$ cat config.mk
export PLATFORM = sky130hd
export DESIGN_NAME = sgdma_dispatch
export DESIGN_NICKNAME = d
export VERILOG_FILES = /design/src/rtl/sgdma_pkg.sv /design/src/rtl/sgdma_stage.sv /design/src/rtl/sgdma_fifo.sv /design/src/rtl/sgdma_csr.sv /design/src/rtl/sgdma_dispatch.sv
export SDC_FILE = /design/constraint.sdc
export NUM_CORES = 2
export LEC_CHECK = 0
export BUFFER_PORTS_ARGS = -buffer_cell sky130_fd_sc_hd__buf_4
export CAP_MARGIN = 10
export CORE_ASPECT_RATIO = 0.9
export CORE_UTILIZATION = 56
export CTS_CLUSTER_SIZE = 40
export DETAILED_ROUTE_END_ITERATION = 6
export HOLD_SLACK_MARGIN = 0.06
export PLACE_DENSITY = 0.8
export SETUP_SLACK_MARGIN = 0.02
export SKIP_LAST_GASP = 1
export SYNTH_ARGS = -nofsm -noshare
export SYNTH_HDL_FRONTEND = slang
export SYNTH_HIERARCHICAL = 1
export SYNTH_SLANG_ARGS = --single-unit
export TNS_END_PERCENT = 30
$ cat constraint.sdc
create_clock -name clk -period 19.2 [get_ports clk]
set_clock_uncertainty 0.15 [all_clocks]
set_input_delay 1.92 -clock clk [delete_from_list [all_inputs] [get_ports clk]]
set_output_delay 1.92 -clock clk [all_outputs]
set_load 0.1 [all_outputs]
$ cat src/rtl/sgdma_pkg.sv
package sgdma_pkg;
  localparam int WORD_W     = 32;
  localparam int DESC_WORDS = 8;
  localparam int DESC_W     = WORD_W * DESC_WORDS;
  localparam int SEQ_LSB    = 3 * WORD_W;
  localparam int CTL_LSB    = 7 * WORD_W;

  // control-word bit positions decoded by the dispatcher
  localparam int DC_GO       = 31;
  localparam int DC_CPL_IRQ  = 14;
  localparam int DC_ERLY_IRQ = 15;
  localparam int DC_MASK_LSB = 16;

  // register indices inside the CSR window (word address)
  localparam logic [2:0] IDX_STATUS  = 3'd0;
  localparam logic [2:0] IDX_CONTROL = 3'd1;
  localparam logic [2:0] IDX_FILL    = 3'd2;
  localparam logic [2:0] IDX_RESP    = 3'd3;
  localparam logic [2:0] IDX_SEQ     = 3'd4;

  // control register bits
  localparam int CB_STOP       = 0;
  localparam int CB_RESET      = 1;
  localparam int CB_STOP_ERR   = 2;
  localparam int CB_STOP_EARLY = 3;
  localparam int CB_GIE        = 4;
  localparam int CB_STOP_FETCH = 5;

  // write-one-to-clear status bits
  localparam int SB_ERR   = 7;
  localparam int SB_EARLY = 8;
  localparam int SB_IRQ   = 9;

  typedef logic [DESC_W-1:0] desc_t;
endpackage

$ cat src/rtl/sgdma_stage.sv
module sgdma_stage
  import sgdma_pkg::*;
(
  input  logic              clk,
  input  logic              rst_n,
  input  logic              wr_en,
  input  logic [2:0]        widx,
  input  logic [WORD_W-1:0] wdata,
  output logic              commit,
  output desc_t             commit_data
);
  localparam int HELD = DESC_WORDS - 1;
  localparam logic [2:0] LAST_IDX = 3'(HELD);

  logic [WORD_W-1:0] words [HELD];

  always_ff @(posedge clk or negedge rst_n) begin
    if (!rst_n) begin
      for (int i = 0; i < HELD; i++) words[i] <= '0;
    end else if (wr_en && widx != LAST_IDX) begin
      words[widx] <= wdata;
    end
  end

  generate
    for (genvar g = 0; g < HELD; g++) begin : g_pack
      assign commit_data[g*WORD_W +: WORD_W] = words[g];
    end
  endgenerate
  assign commit_data[CTL_LSB +: WORD_W] = wdata;

  assign commit = wr_en && (widx == LAST_IDX) && wdata[DC_GO];

  AST_COMMIT_HAS_GO: assert property (@(posedge clk) disable iff (!rst_n)
    wr_en && widx == LAST_IDX && !wdata[DC_GO] |-> !commit);
endmodule

$ cat src/rtl/sgdma_fifo.sv
module sgdma_fifo #(
  parameter int WIDTH = 256,
  parameter int DEPTH = 16,
  localparam int AW   = (DEPTH > 1) ? $clog2(DEPTH) : 1,
  localparam int CW   = $clog2(DEPTH + 1)
) (
  input  logic             clk,
  input  logic             rst_n,
  input  logic             push,
  input  logic [WIDTH-1:0] din,
  input  logic             pop,
  input  logic             flush,
  output logic [WIDTH-1:0] dout,
  output logic             empty,
  output logic             full,
  output logic [CW-1:0]    count
);
  localparam logic [AW-1:0] LAST = AW'(DEPTH - 1);
  localparam logic [CW-1:0] FULL_CNT = CW'(DEPTH);

  logic [WIDTH-1:0] mem [DEPTH];
  logic [AW-1:0]    wp, rp;
  logic             do_push, do_pop;

  assign empty   = (count == '0);
  assign full    = (count == FULL_CNT);
  assign do_push = push && !full && !flush;
  assign do_pop  = pop && !empty && !flush;
  assign dout    = mem[rp];

  always_ff @(posedge clk) begin
    if (do_push) mem[wp] <= din;
  end

  always_ff @(posedge clk or negedge rst_n) begin
    if (!rst_n) begin
      wp    <= '0;
      rp    <= '0;
      count <= '0;
    end else if (flush) begin
      wp    <= '0;
      rp    <= '0;
      count <= '0;
    end else begin
      if (do_push) wp <= (wp == LAST) ? '0 : wp + 1'b1;
      if (do_pop)  rp <= (rp == LAST) ? '0 : rp + 1'b1;
      case ({do_push, do_pop})
        2'b10:   count <= count + 1'b1;
        2'b01:   count <= count - 1'b1;
        default: count <= count;
      endcase
    end
  end

  AST_NO_OVERFLOW: assert property (@(posedge clk) disable iff (!rst_n)
    full && push && !pop && !flush |=> full && count == $past(count));
  AST_NO_UNDERFLOW: assert property (@(posedge clk) disable iff (!rst_n)
    pop |-> !empty);
endmodule

$ cat src/rtl/sgdma_csr.sv
module sgdma_csr
  import sgdma_pkg::*;
#(
  parameter int RST_CYCLES = 8,
  parameter int CNT_W      = 5
) (
  input  logic              clk,
  input  logic              rst_n,
  input  logic              csr_wr,
  input  logic [2:0]        widx,
  input  logic [WORD_W-1:0] wdata,
  input  logic              issue,
  input  logic [9:0]        issue_cfg,
  input  logic [15:0]       issue_seq,
  input  logic              accept,
  input  logic [15:0]       accept_seq,
  input  logic              cpl_valid,
  input  logic [7:0]        cpl_err,
  input  logic              cpl_early,
  input  logic              q_empty,
  input  logic              q_full,
  input  logic [CNT_W-1:0]  q_count,
  output logic              issue_ok,
  output logic              flush,
  output logic              resetting,
  output logic [WORD_W-1:0] rdata,
  output logic              irq
);
  localparam int RC_W = $clog2(RST_CYCLES + 1);
  localparam logic [RC_W-1:0] RC_LOAD = RC_W'(RST_CYCLES);

  logic c_stop, c_stop_err, c_stop_early, c_gie, c_stop_fetch;
  logic st_err, st_early, irq_p, held;
  logic [9:0]      hcfg;
  logic [15:0]     wseq, rseq;
  logic [RC_W-1:0] rcnt;
  logic wr_stat, wr_ctl, soft_go, cpl_take, err_hit, early_hit, irq_hit;
  logic stopped, busy;
  logic [15:0] fill16;

  assign wr_stat   = csr_wr && widx == IDX_STATUS;
  assign wr_ctl    = csr_wr && widx == IDX_CONTROL;
  assign soft_go   = wr_ctl && wdata[CB_RESET];
  assign flush     = soft_go;
  assign resetting = (rcnt != '0);
  assign cpl_take  = cpl_valid && held && !resetting;
  assign err_hit   = cpl_take && c_stop_err && (cpl_err != 8'd0);
  assign early_hit = cpl_take && c_stop_early && cpl_early;
  assign irq_hit   = cpl_take && c_gie &&
                     (hcfg[0] || (hcfg[1] && cpl_early) || ((cpl_err & hcfg[9:2]) != 8'd0));

  always_ff @(posedge clk or negedge rst_n) begin
    if (!rst_n) begin
      {c_stop, c_stop_err, c_stop_early, c_gie, c_stop_fetch} <= '0;
      {st_err, st_early, irq_p, held} <= '0;
      hcfg <= '0;
      wseq <= '0;
      rseq <= '0;
      rcnt <= '0;
    end else begin
      if (wr_ctl) begin
        c_stop       <= wdata[CB_STOP];
        c_stop_err   <= wdata[CB_STOP_ERR];
        c_stop_early <= wdata[CB_STOP_EARLY];
        c_gie        <= wdata[CB_GIE];
        c_stop_fetch <= wdata[CB_STOP_FETCH];
      end
      if (soft_go)        rcnt <= RC_LOAD;
      else if (resetting) rcnt <= rcnt - 1'b1;

      if (soft_go) begin
        {st_err, st_early, irq_p, held} <= '0;
        wseq <= '0;
        rseq <= '0;
      end else begin
        if (issue) begin
          held <= 1'b1;
          hcfg <= issue_cfg;
          rseq <= issue_seq;
        end else if (cpl_take) begin
          held <= 1'b0;
        end
        if (accept) wseq <= accept_seq;
        if (err_hit)                      st_err   <= 1'b1;
        else if (wr_stat && wdata[SB_ERR])   st_err   <= 1'b0;
        if (early_hit)                    st_early <= 1'b1;
        else if (wr_stat && wdata[SB_EARLY]) st_early <= 1'b0;
        if (irq_hit)                      irq_p    <= 1'b1;
        else if (wr_stat && wdata[SB_IRQ])   irq_p    <= 1'b0;
      end
    end
  end

  assign stopped  = c_stop || c_stop_fetch || st_err || st_early;
  assign busy     = !q_empty || held;
  assign issue_ok = !stopped && !resetting && !held;
  assign irq      = irq_p && c_gie;
  assign fill16   = 16'(q_count);

  always_comb begin
    case (widx)
      IDX_STATUS:  rdata = {22'd0, irq_p, st_early, st_err, resetting, stopped,
                            1'b0, 1'b1, q_full, q_empty, busy};
      IDX_CONTROL: rdata = {26'd0, c_stop_fetch, c_gie, c_stop_early, c_stop_err,
                            1'b0, c_stop};
      IDX_FILL:    rdata = {fill16, fill16};
      IDX_RESP:    rdata = '0;
      IDX_SEQ:     rdata = {wseq, rseq};
      default:     rdata = '0;
    endcase
  end

  logic unused_bits;
  assign unused_bits = &{1'b0, wdata[31:10], wdata[6]};

  AST_RESET_SEEN: assert property (@(posedge clk) disable iff (!rst_n)
    soft_go |=> resetting);
  AST_RESET_COUNTS: assert property (@(posedge clk) disable iff (!rst_n)
    resetting && !soft_go |=> rcnt == RC_W'($past(rcnt) - 1'b1));
  AST_STOP_CAUSE: assert property (@(posedge clk) disable iff (!rst_n)
    $rose(st_err) |-> $past(cpl_valid));
  AST_IRQ_W1C: assert property (@(posedge clk) disable iff (!rst_n)
    wr_stat && wdata[SB_IRQ] && !irq_hit |=> !irq);
  AST_SINGLE_ISSUE: assert property (@(posedge clk) disable iff (!rst_n)
    issue |=> !issue);
endmodule

$ cat src/rtl/sgdma_dispatch.sv
module sgdma_dispatch
  import sgdma_pkg::*;
#(
  parameter int DEPTH      = 16,
  parameter int RST_CYCLES = 8
) (
  input  logic              clk,
  input  logic              rst_n,
  input  logic [5:0]        s_addr,
  input  logic              s_wr,
  input  logic [WORD_W-1:0] s_wdata,
  output logic [WORD_W-1:0] s_rdata,
  output logic              dsc_valid,
  input  logic              dsc_ready,
  output logic [DESC_W-1:0] dsc_data,
  input  logic              cpl_valid,
  input  logic [7:0]        cpl_err,
  input  logic              cpl_early,
  output logic              irq
);
  localparam int CNT_W = $clog2(DEPTH + 1);

  logic        stage_sel, stage_wr, csr_wr;
  logic [2:0]  widx;
  logic        commit, push_ok, accept, pop;
  desc_t       commit_data, head;
  logic        q_empty, q_full, issue_ok, flush, resetting;
  logic [CNT_W-1:0]  q_count;
  logic [WORD_W-1:0] csr_rdata;

  assign stage_sel = s_addr[5];
  assign widx      = s_addr[4:2];
  assign stage_wr  = s_wr && stage_sel;
  assign csr_wr    = s_wr && !stage_sel;

  sgdma_stage u_stage (
    .clk(clk), .rst_n(rst_n), .wr_en(stage_wr), .widx(widx), .wdata(s_wdata),
    .commit(commit), .commit_data(commit_data)
  );

  assign push_ok = commit && !resetting;
  assign accept  = push_ok && !q_full;
  assign pop     = dsc_valid && dsc_ready;

  sgdma_fifo #(.WIDTH(DESC_W), .DEPTH(DEPTH)) u_fifo (
    .clk(clk), .rst_n(rst_n), .push(push_ok), .din(commit_data), .pop(pop),
    .flush(flush), .dout(head), .empty(q_empty), .full(q_full), .count(q_count)
  );

  sgdma_csr #(.RST_CYCLES(RST_CYCLES), .CNT_W(CNT_W)) u_csr (
    .clk(clk), .rst_n(rst_n), .csr_wr(csr_wr), .widx(widx), .wdata(s_wdata),
    .issue(pop),
    .issue_cfg({head[CTL_LSB+DC_MASK_LSB +: 8], head[CTL_LSB+DC_ERLY_IRQ],
                head[CTL_LSB+DC_CPL_IRQ]}),
    .issue_seq(head[SEQ_LSB +: 16]),
    .accept(accept), .accept_seq(commit_data[SEQ_LSB +: 16]),
    .cpl_valid(cpl_valid), .cpl_err(cpl_err), .cpl_early(cpl_early),
    .q_empty(q_empty), .q_full(q_full), .q_count(q_count),
    .issue_ok(issue_ok), .flush(flush), .resetting(resetting),
    .rdata(csr_rdata), .irq(irq)
  );

  assign dsc_valid = !q_empty && issue_ok;
  assign dsc_data  = head;
  assign s_rdata   = stage_sel ? '0 : csr_rdata;

  logic unused_addr;
  assign unused_addr = &{1'b0, s_addr[1:0]};

  AST_HOLD_STABLE: assert property (@(posedge clk) disable iff (!rst_n)
    dsc_valid && !dsc_ready && !csr_wr |=> dsc_valid && $stable(dsc_data));
  AST_COMMIT_LANDS: assert property (@(posedge clk) disable iff (!rst_n)
    accept && !pop |=> !q_empty);
endmodule

==> run metrics <==
met1 Usage GRT=about two fifths; Seq/Total Area, Yosys=77.0%; Seq. cell area=~0.13 mm²; Initial Utilization=56.3%; nets@finish=between 8000 and 9000; largest area contributor in the netlist=edfxtp_1; # fillers=19100; Critical Path Slowest Stage Cell=buf_4; worst endpoint required time=roughly 17000 ps; Critical Path Most Common Cell=buf_4; Mapped Area=0.169 mm²; die area=0.304 mm²; FFs w/ async S/R, synth=6.65%; Peak VDD IR=between 0.1 and 0.15 mV; PortBufs=between 300 and 400; gr ovfl total=0; outcome=finished with violations; GPL Wtd Cong=between 0.8 and 0.9; Iter 0 DRT Violations=11900; PostCTS Resize Cnt=0; Final Core Density=between 60% and 70%; ratio of cells with drive above 1 in the final layout=23.6%; crit end category=output pin; met3 Use GR=5.80%; pin count of the biggest net entering global routing=roughly 180; Critical path origin=u_fifo/rp[0]; row count=around 190; final period utilization=between 40% and 50%; critical path, cell by cell=buf_4 > buf_4 > buf_4 > buf_4 > mux2_2 > o21ai_0 > a21oi_1 > a22oi_1 > nand2_1 > buf_4; Post-Route WL=about 430 mm; highest clock rate=around 110 MHz; H-tree Lvls=5; Post-synth top cells=4096 x edfxtp_1, 805 x mux2i_1, 515 x mux4_2; vias=88800; area delta synth->final=12.1%; Hold Path Class=reg -> reg; worst-margin pin slew=approximately 1200 ps; clock-pin slew on the worst setup and hold paths=approximately 70 ps; area of the multi-input gates=~0.036 mm²; core box area=between 0.3 and 0.4 mm²; Finished Layout Cells=between 10000 and 15000; Final Hold Fails=0; clock sinks=between 4000 and 5000; die height=between 500 and 600 µm; top_reg_cell synth=edfxtp_1; remaining antenna violation count after routing=0; post-DP HPWL=208 mm; Clock Path Buffers=4; GRT Max-Usage Layer=met2; first-pass GRT wire length=617 mm; fin crit period=approximately 9000 ps; placed cell count=about 12000; YS warnings=6; Synth Net Count=between 8000 and 9000; CP Launch Type=flop; post-CTS setup buffers=0; count leader, synth=edfxtp_1; max_cap viols=0; met2 usage=44.8%; hold buffers post-CTS=0; vias per cell=6.69; I/O Pins=~340; HP Start=u_csr/hcfg[1]; syn avg cell area=19.8 µm²; drt first pass iters=7; overall power consumption=between 20 and 25 mW; max-slew violations=0; unrepaired setup endpoints after global routing=no; root buf cell=clkbuf_16; power per cell area=between 100 and 150 mW/mm²; failing checks=DRC; relative slew slack=between 15 and 20%; drt drc=4; placed cell areas=between 0.15 and 0.2 mm²; Largest stage delay, worst path=~940 ps; initial antenna violation count=34; vias in the first global route=~90000; die width=around 580 µm; Post-Syn Instances=8543; setup total negative slack=0 ps; CTS Buf Count=410; CTS tree=built; CP Max Fanout=61; dominant cells by area after synthesis=edfxtp_1 73%, mux4_2 6.9%, mux2i_1 4.8%; final setup fails=0; DR WL/cell=32.7 µm; Leak=between 60 and 70 nW; synthesized flop and latch total=about 4400; share of Yosys cell area claimed by the top area cell type=around 73%; Global Route Usage Sum=roughly 28%; kind of critical path=reg -> out; Final Cell Area=about 0.19 mm²; Critical R2R Launch=u_csr/rcnt[0]; EDFF count, synth=around 4100; Distinct cells, synth=54; Worst EP arrival=just under 7000 ps; Clock Latency Late Sink=970 ps
-- critical path: cells and delay by family (launching register included) --
family                 cells  cell delay (ps)
AO/OA/AOI/OAI              3              510
multiplexers               1              410
buffers and inverters      5             3790
AND/OR/NAND/NOR            1              190
flip-flops                 1              870
-- registers in the layout, summed over array words and instances (netlist names), 4 cells and up --
signal and cells:
u_fifo/mem 4096, u_csr/rcnt 4, u_csr/hcfg 10, u_fifo/rp 4
u_csr/wseq 16, u_csr/rseq 16, u_stage/commit_data 224, u_fifo/count 5
u_fifo/wp 4
-- power breakdown --
| group | switching (mW) | total, mW | internal [mW] |
|---|---|---|---|
| Clock | 3.53 | 8.38 | 4.85 |
| Combinational | 1.82 | 2.85 | 1.03 |
| Sequential | 0.515 | 11.6 | 11.1 |
| Total | 5.87 | 22.8 | 16.9 |
-- worst paths after layout --
path,endpoint,slack (ps),cells past startpoint
max,dsc_data[166],10230,10
min,u_csr/hcfg[1],370,1
max reg2reg,u_fifo/mem[3][14],11250,13
min reg2reg,u_csr/hcfg[1],370,1
max in group asynchronous,u_stage/commit_data[216],15720,3
min in group asynchronous,u_stage/commit_data[38],790,1
-- layout make-up --
| type | count | share of cell area (%) |
|---|---|---|
| clock inverters | 240 | 1.48 |
| multi-input cells | 3627 | 19.1 |
| well taps | 3956 | 2.61 |
| inverters | 11 | 0.0218 |
| clock buffers | 533 | 5.94 |
| diodes | 34 | 0.0448 |
| repair buffers | 486 | 2.10 |
| flip-flops and latches | 4388 | 68.7 |
-- cell families (layout without fill, tap and decap cells) --
group | after synthesis | count (layout) | share of synthesized area [%]
xor+xnor | 5 | 5 | 0.0259
mux | 1820 | 1820 | 15.0
compound gates | 1327 | 1327 | 5.07
flops | 4388 | 4388 | 77.0
other cells | 0 | 34 | 0
fa+ha+maj | 10 | 10 | 0.0784
simple gates | 465 | 465 | 1.21
buf+inv | 528 | 1270 | 1.66
-- metal layers --
metal / wire length [µm] / share of wire (%)
met5: 53 / 0.012
met4: 18700 / 4.3
met3: 51200 / 12
met2: 206000 / 47
met1: 158000 / 36
-- stage by stage --
stage / setup WS (ps) / hold WS (ps)
4_1_cts: 10150 / 367
2_1_floorplan: -2910 / 328
5_1_grt: 9820 / 397
3_3_place_gp: 10210 / 347
3_5_place_dp: 10030 / 350
6_report: 10230 / 371
-- cell usage in the layout (no fill, tap or decap), types with 4 or more instances in the layout --
cell	synthesis	final
diode_2	0	34
a21oi_1	272	272
nor3_1	12	8
edfxtp_1	4096	4096
o21ai_0	514	514
buf_12	0	27
buf_4	103	458
a221oi_1	215	215
mux2_2	462	462
mux2i_1	805	805
clkbuf_1	195	72
clkinv_16	0	11
clkbuf_8	0	47
mux2_4	10	10
bufinv_16	0	51
clkinv_1	0	60
inv_6	0	8
nand3_1	7	7
nor2_4	0	12
clkinv_2	0	89
dfrtp_1	292	288
and3_1	18	18
ha_1	9	9
nand2_1	274	274
dfrtp_4	0	4
nor2_1	81	69
a22oi_1	266	266
clkbuf_16	0	414
clkinvlp_4	0	14
mux4_2	515	515
nor2b_1	39	38
mux2_1	28	28
a221oi_2	40	40
inv_1	11	11
(Power assumes the default switching activity.)
